==> src/rtl/tick_timer_pkg.sv <==
package tick_timer_pkg;
  typedef enum logic [1:0] {
    TM_OFF     = 2'b00,
    TM_RESTART = 2'b01,
    TM_ONESHOT = 2'b10,
    TM_FREE    = 2'b11
  } tmode_e;
endpackage

==> src/rtl/tick_cmp.sv <==
module tick_cmp
  import tick_timer_pkg::*;
#(
  parameter int PER_W = 28
) (
  input  tmode_e           mode,
  input  logic [PER_W-1:0] count_lo,
  input  logic [PER_W-1:0] period,
  output logic             hit
);
  always_comb hit = (mode != TM_OFF) && (count_lo == period);
endmodule

==> src/rtl/tick_ctrl_reg.sv <==
module tick_ctrl_reg
  import tick_timer_pkg::*;
#(
  parameter int DATA_W = 32
) (
  input  logic              clk,
  input  logic              rst,
  input  logic              wr_en,
  input  logic [DATA_W-1:0] wdata,
  input  logic              hit,
  output tmode_e            mode,
  output logic              ien,
  output logic              pend,
  output logic [DATA_W-5:0] period
);
  localparam int PEND_B = DATA_W - 4;
  localparam int IEN_B  = DATA_W - 3;

  always_ff @(posedge clk) begin
    if (rst) begin
      mode   <= TM_OFF;
      ien    <= 1'b0;
      pend   <= 1'b0;
      period <= '0;
    end else begin
      if (wr_en) begin
        mode   <= tmode_e'(wdata[DATA_W-1:DATA_W-2]);
        ien    <= wdata[IEN_B];
        period <= wdata[PEND_B-1:0];
      end
      // a match wins over a clear; writing 1 never sets the flag
      pend <= hit | (wr_en ? (pend & wdata[PEND_B]) : pend);
    end
  end
endmodule

==> src/rtl/tick_counter.sv <==
module tick_counter
  import tick_timer_pkg::*;
#(
  parameter int DATA_W = 32
) (
  input  logic              clk,
  input  logic              rst,
  input  logic              load,
  input  logic [DATA_W-1:0] wdata,
  input  tmode_e            mode,
  input  logic              hit,
  output logic [DATA_W-1:0] count
);
  logic [DATA_W-1:0] nxt;

  always_comb begin
    unique case (mode)
      TM_OFF:     nxt = count;
      TM_RESTART: nxt = hit ? '0 : count + 1'b1;
      TM_ONESHOT: nxt = hit ? count : count + 1'b1;
      TM_FREE:    nxt = count + 1'b1;
      default:    nxt = count;
    endcase
  end

  always_ff @(posedge clk) begin
    if (rst)       count <= '0;
    else if (load) count <= wdata;
    else           count <= nxt;
  end
endmodule

==> src/rtl/tick_timer.sv <==
module tick_timer
  import tick_timer_pkg::*;
#(
  parameter int DATA_W = 32
) (
  input  logic              clk,
  input  logic              rst,
  input  logic              we,
  input  logic              addr,
  input  logic [DATA_W-1:0] wdata,
  output logic [DATA_W-1:0] rdata,
  output logic              irq
);
  localparam int PER_W = DATA_W - 4;

  tmode_e            tmode;
  logic              ien;
  logic              pend;
  logic [PER_W-1:0]  period;
  logic [DATA_W-1:0] count;
  logic              hit;
  logic              ctrl_wr;
  logic              cnt_wr;

  assign ctrl_wr = we & ~addr;
  assign cnt_wr  = we & addr;

  tick_cmp #(.PER_W(PER_W)) u_cmp (
    .mode(tmode), .count_lo(count[PER_W-1:0]), .period(period), .hit(hit)
  );

  tick_ctrl_reg #(.DATA_W(DATA_W)) u_ctrl (
    .clk(clk), .rst(rst), .wr_en(ctrl_wr), .wdata(wdata), .hit(hit),
    .mode(tmode), .ien(ien), .pend(pend), .period(period)
  );

  tick_counter #(.DATA_W(DATA_W)) u_cnt (
    .clk(clk), .rst(rst), .load(cnt_wr), .wdata(wdata), .mode(tmode),
    .hit(hit), .count(count)
  );

  always_ff @(posedge clk) begin
    if (rst) rdata <= '0;
    else     rdata <= addr ? count : {tmode, ien, pend, period};
  end

  assign irq = pend & ien;
endmodule

==> config.mk <==
export PLATFORM = sky130hd
export DESIGN_NAME = tick_timer
export DESIGN_NICKNAME = d
export VERILOG_FILES = /design/src/rtl/tick_timer_pkg.sv /design/src/rtl/tick_cmp.sv /design/src/rtl/tick_ctrl_reg.sv /design/src/rtl/tick_counter.sv /design/src/rtl/tick_timer.sv
export SDC_FILE = /design/constraint.sdc
export NUM_CORES = 1
export LEC_CHECK = 0
export BUFFER_PORTS_ARGS = -buffer_cell sky130_fd_sc_hd__buf_2
export CAP_MARGIN = 15
export CORE_MARGIN = 2
export CORE_UTILIZATION = 35
export CTS_CLUSTER_DIAMETER = 40
export DETAILED_ROUTE_END_ITERATION = 7
export GPL_ROUTABILITY_DRIVEN = 0
export SYNTH_ARGS = -nofsm -noshare
export SYNTH_HDL_FRONTEND = slang
export SYNTH_SLANG_ARGS = --single-unit
==> constraint.sdc <==
create_clock -name clk -period 2.51 [get_ports clk]
set_input_delay 0 -clock clk [delete_from_list [all_inputs] [get_ports clk]]
set_output_delay 0 -clock clk [all_outputs]
set_load 0.02 [all_outputs]
# [After elaboration in Yosys (flattened, before gate mapping)]
# Index checks and enable logic that the tools add are counted.
[totals] ff_bits=96 latch_bits=0 mem_bits_rw=0 romBits=0 input_bits=36 elab_cells=29 memories=0
[op_classes] addsub=1 n_mul=0 div_mod_pow=0 magnitude_cmp=0 eq_ne=6 shift=0 n_mux=6 n_bitwise=6 n_reduce_logical=4
[ops] op="2-to-1 mux 32 bit" n=4
[ops] op="one-hot mux 32 bit (3 select lines)" n=1
[ops] op="adder 32 x 1 -> 32 bit (second input constant)" n=1
[ops] op="equality test 28 bit" n=1
[ops] op="AND 1 bit" n=4
[ops] op="equality test 2 bit (second input constant)" n=2
[ops] op="!= test 3 bit (second input constant)" n=1
[ops] op="equality test 2 x 1 -> 1 bit (second input constant)" n=1
[ops] op="zero test 2 bit" n=1
[ops] op="!= test 2 bit (second input constant)" n=1
[ops] op="AND reduction 2 bit" n=1
[ops] op="nonzero test 2 bit" n=1
[ops] op="logical AND 1 bit" n=1
[ops] op="2-to-1 mux 1 bit" n=1
[ops] op="inverter 1 bit" n=1
[ops] op="OR 1 bit" n=1

# [Depth between registers and ports, before layout]
[depth] depth_word=5 depth_mapped=10 mapped_depth_nobuf=8

# [Hierarchy]
# Synthesis repeated with hierarchy kept, for this count alone.
[hier_totals] hier_cells=493 hier_area_um2=4601.9
[modules_own_cells] module="tick_counter" n_inst=1 cells_per_inst=245 area_each_um2=1933.1 seq_area_each_um2=640.6
[modules_own_cells] module="tick_timer" n_inst=1 cells_per_inst=106 area_each_um2=1183.6 seq_area_each_um2=640.6
[modules_own_cells] module="tick_ctrl_reg" n_inst=1 cells_per_inst=104 area_each_um2=1171.1 seq_area_each_um2=640.6
[modules_own_cells] module="tick_cmp" n_inst=1 cells_per_inst=38 area_each_um2=314.1 seq_area_each_um2=0.0

# [Worst setup path after synthesis]
# No wires, ideal clock.
[synth_timing] path_kind="reg-to-reg" start="register u_cnt.count[19]" end="register u_cnt.count[24]" setup_ns=0.106 arrival_time_ns=2.302 path_slack_ns=0.102 stages_incl_launch_ff=11 path_buffers=3 synth_period_minus_slack_ns=2.408 cell_sequence="dfxtp_1 buf_2 xor2_1 nor4_1 nand4_1 or3_1 buf_6 a2111oi_4 buf_6 o21ai_0 o311ai_0"
[synth_via] elab_chain_cells=5 elab_cells_between_ends=9 classes_between="add/sub: 1; eq/ne: 2; mux: 4; reduce/logical: 2"
[synth_lines] item="start, declared" line="tick_counter.sv:12" rtl="output logic [DATA_W-1:0] count"
[synth_lines] item="start signal, assigned" line="tick_counter.sv:28" rtl="else if (load) count <= wdata;"
[synth_lines] item="start signal, assigned" line="tick_counter.sv:29" rtl="else count <= nxt;"
[synth_lines] item="branches (longest 5 deep; another with adder 32 x 1 -> 32 bit)"
# Parallel ways; which one is timed is not known. The select of a mux whose other input is x is not followed.
# A chain may end at the register's enable or synchronous reset.

# [Worst setup path in the final report]
[layout_timing] start="register u_ctrl.period[12]" end="register u_cnt.count[27]"
[layout_via] elab_chain_cells=5 elab_cells_between_ends=7 classes_between="eq/ne: 2; mux: 3; reduce/logical: 2"
[layout_lines] item="start, declared" line="tick_ctrl_reg.sv:14" rtl="output logic [DATA_W-5:0] period"
[layout_lines] item="start signal, assigned" line="tick_ctrl_reg.sv:29" rtl="period <= wdata[PEND_B-1:0];"
[layout_lines] item="equality test 28 bit (*)" line="tick_cmp.sv:11" rtl="always_comb hit = (mode != TM_OFF) && (count_lo == period);"
[layout_lines] item="logical AND 1 bit (*)" line="tick_cmp.sv:11"
[layout_lines] item="2-to-1 mux 32 bit" line="tick_counter.sv:19" rtl="TM_RESTART: nxt = hit ? '0 : count + 1'b1;"
[layout_lines] item="one-hot mux 32 bit (3 select lines)" line="tick_counter.sv:17" rtl="unique case (mode)"
[layout_lines] item="2-to-1 mux 32 bit" line="tick_counter.sv:28"
# Mark *: on every way between the ends. The rest lies on a longest branch, timed or not.

==> qor.csv <==
stage,metric,value,unit
clocking,clock sink total,96,
die,Core Region,12600,sq um
sta,Slew @ Worst Pin,0.625,ns
power_and_ir_drop,pwr/cell area,613,nW/um^2
logic_synthesis,commonest register cell after synthesis,dfxtp_1,
layout,Register Area,1920,sq um
power_and_ir_drop,sw frac,0.262,
power_and_ir_drop,total power,0.00370,W
clocking,Num CTS Buffers,9,
drt,overall via count from detail_route,4379,
grt,grt met3 use,0.0422,
drt,wire per inst,15.4,microns
sta,relative slew slack,0.583,
layout,Non-Filler Instances,846,
run_status,status,completed,
layout,area of the multi-input gates,2470,sq um
sta,RSZ-0062 raised after global routing,yes,
layout,nets,707,
sta,final worst path period need,2.49,ns
logic_synthesis,sequential-to-total area share from yosys stat,0.424,
worst_setup_path,Worst Path Max Fanout,4,
grt,GR met1 Demand/Resource,0.251,
power_and_ir_drop,largest vdd supply drop,0.426,mV
power_and_ir_drop,Comb pwr share,0.159,
clocking,Clock Path Buffers,2,
worst_setup_path,Required @ worst endpoint,2.75,ns
grt,vias in the first global route,4150,
layout,design area,6040,sq um
logic_synthesis,yosys warns,0,
drt,Post-Route WL,13100,microns
die,Initial Util,0.360,
die,Rows,41,
power_and_ir_drop,Power Internal,0.00273,W
sta,max frequency,401,MHz
layout,n_diodes,0,
worst_setup_path,crit end category,flop,
worst_setup_path,CP arrival,2.73,ns
power_and_ir_drop,Reg power frac,0.448,
drt,post-DR vias/cell,5.18,
power_and_ir_drop,NetSw,0.000969,W
grt,gr ovfl total,0,
worst_setup_path,critical path type,flop to flop,
die,Die Ht,118,microns
place,"worst slack, placed",-0.177,ns
layout,FILL cells,1263,
die,I/O pin count,69,
logic_synthesis,Post-Synthesis Cells,543,
logic_synthesis,Synth Register Bits,96,
power_and_ir_drop,Pleak,2.57,nW
clocking,"Reg clk slew, reported paths",0.07,ns
place,DP Wirelength,9360,microns
die,DIE AREA,13900,sq um
clocking,CTS tree,yes,
grt,largest net degree at the start of global routing,38,
sta,Pins Over Slew Limit,0,
layout,layout cells sized above 1,0.234,
worst_setup_path,CP Launch Type,flop,
drt,# DRC,0,
sta,Final setup viols,0,
logic_synthesis,post-synth cell types,50,
layout,"commonest non-fill, non-tap cells in the layout","nand2_1 (96), dfxtp_1 (94), buf_2 (68), nor2_1 (55), buf_4 (54)",
layout,"commonest non-fill, non-tap cell in the layout",nand2_1,
sta,Final period util,0.993,
sta,Final Skew,0.00950,ns
drt,post-route ant nets,0,
grt,most used routing layer,met2,
job,Max Cap Viol,0,
clocking,worst skew pair latency,0.36,ns
hold_path,worst min path class,input pin to flop,
grt,met2 Track Usage GR,0.299,
grt,GRT Total Usage,0.191,
die,die width,118,microns
place,number of port buffers,68,
drt,DRT Pass-1 Iters,7,
drt,DR iter-0 viols,360,
logic_synthesis,ys async rst share,0,
place,Placed Cells,796,
power_and_ir_drop,Clock power frac,0.393,
clocking,CTS H-tree lvls,3,
clocking,Root Driver,clkbuf_16,
sta,Final Hold Vio Count,0,
grt,first-pass GRT wire length,20900,microns
logic_synthesis,Mapped Nets,580,
sta,Final WS setup,0.0188,ns
grt,initial antenna violation count,0,
place,placed cell area,5330,sq um
logic_synthesis,synthesized area,4540,sq um
layout,Area growth syn-to-layout,33.1,%
logic_synthesis,"EDFF count, synth",0,
logic_synthesis,Syn Area/Cell,8.36,sq um
per-layer routing:
metal	routed length, microns	vias up
li1	-	2144
met1	6080	2067
met2	5840	143
met3	768	25
met4	371	0
met5	0	-
final timing paths:
| kind | start | endpoint | slack (ns) | cells past startpoint |
|---|---|---|---|---|
| setup / recovery | u_ctrl.period[12] | u_cnt.count[27] | 0.02 | 8 |
| hold / removal | addr | u_ctrl.ien | 0.07 | 4 |
| hold reg to reg | u_ctrl.ien | u_ctrl.ien | 0.48 | 2 |
| setup reg to reg | u_ctrl.period[12] | u_cnt.count[27] | 0.02 | 8 |
per-stage QoR:
step | hold slack [ns] | utilization | TNS, ns
final | 0.0721 | 0.479 | 0
after floorplan | 0.116 | - | 0
after CTS | 0.0811 | 0.473 | 0
after detailed placement | 0.242 | 0.423 | -2.93
after global routing | 0.103 | 0.479 | -0.631
after global placement | 0.235 | 0.423 | -1.57
cell families (layout without fill, tap and decap cells):
| family | Yosys count | after routing | synth area share |
|---|---|---|---|
| buffers and inverters | 44 | 175 | 0.0430 |
| flip-flops | 96 | 96 | 0.424 |
| adder cells (fa/ha/maj) | 2 | 2 | 0.00496 |
| AND/OR/NAND/NOR | 225 | 225 | 0.226 |
| AO/OA/AOI/OAI | 105 | 105 | 0.156 |
| XOR/XNOR | 37 | 37 | 0.0714 |
| multiplexers | 34 | 34 | 0.0753 |
synthesized netlist by cell type (2+ instances only):
cell type / instances / area share
a21oi_1: 41 / 0.045
a221oi_1: 3 / 0.0058
a222oi_1: 5 / 0.011
a22oi_1: 7 / 0.012
a31oi_1: 4 / 0.0055
a32oi_1: 3 / 0.0058
and2_1: 5 / 0.0069
and3_1: 6 / 0.0083
and4_1: 5 / 0.0097
buf_1: 3 / 0.0025
buf_2: 6 / 0.0066
buf_6: 3 / 0.0074
clkbuf_1: 30 / 0.025
dfxtp_1: 96 / 0.42
inv_1: 2 / 0.0017
mux2i_1: 33 / 0.073
nand2_1: 96 / 0.079
nand2b_1: 4 / 0.0055
nand3_1: 17 / 0.019
nand4_1: 9 / 0.012
nor2_1: 55 / 0.046
nor2b_1: 7 / 0.0097
nor3_1: 3 / 0.0033
nor3b_1: 2 / 0.0033
nor4_1: 6 / 0.0083
o21ai_0: 15 / 0.017
o21ai_1: 4 / 0.0044
o21ai_2: 3 / 0.0058
o21bai_1: 2 / 0.0033
o311ai_0: 6 / 0.012
or3_1: 4 / 0.0055
or4_1: 5 / 0.0083
xnor2_1: 19 / 0.037
xor2_1: 18 / 0.035
flip-flops by register name, summed over array words and instances, names as in the netlist:
name	count
u_cnt.count	32
u_ctrl.mode	2
u_ctrl.period	28
u_ctrl.pend	1
u_ctrl.ien	1
rdata	32
worst max-delay path, stage by stage, from the launching register on:
cell and delay (ns):
dfxtp_2 0.33, xor2_2 0.19, nor4_2 0.32, nand4_1 0.30
or3_4 0.46, buf_4 0.16, maj3_1 0.34, a32oi_1 0.19
o2bb2ai_1 0.07
repair_timing:
item,4_1_cts,5_1_grt
endpoints found under the hold margin,60,0
hold buffers,32,0
setup buffers,1,2
gates resized for setup,2,23
pin swaps,1,11
endpoints found under the setup margin,31,29
power by group through the flow:
stage | registers (W) | logic [W] | clock network [W]
finish | 0.00166 | 0.000590 | 0.00145
global route | 0.00167 | 0.000641 | 0.00153
CTS | 0.00166 | 0.000570 | 0.00148
detailed placement | 0.00169 | 0.000525 | 0
global placement | 0.00169 | 0.000518 | 0
floorplan | 0.00171 | 0.000289 | 0
final cells by class:
class                           count  share of cell area
Clock inverter                      4              0.0116
Clock buffer                       11              0.0385
Timing Repair Buffer              158               0.185
Sequential cell                    96               0.319
Tap cell                          172              0.0356
Multi-Input combinational cell    403               0.409
Inverter                            2             0.00124
(Power assumes the default switching activity.)
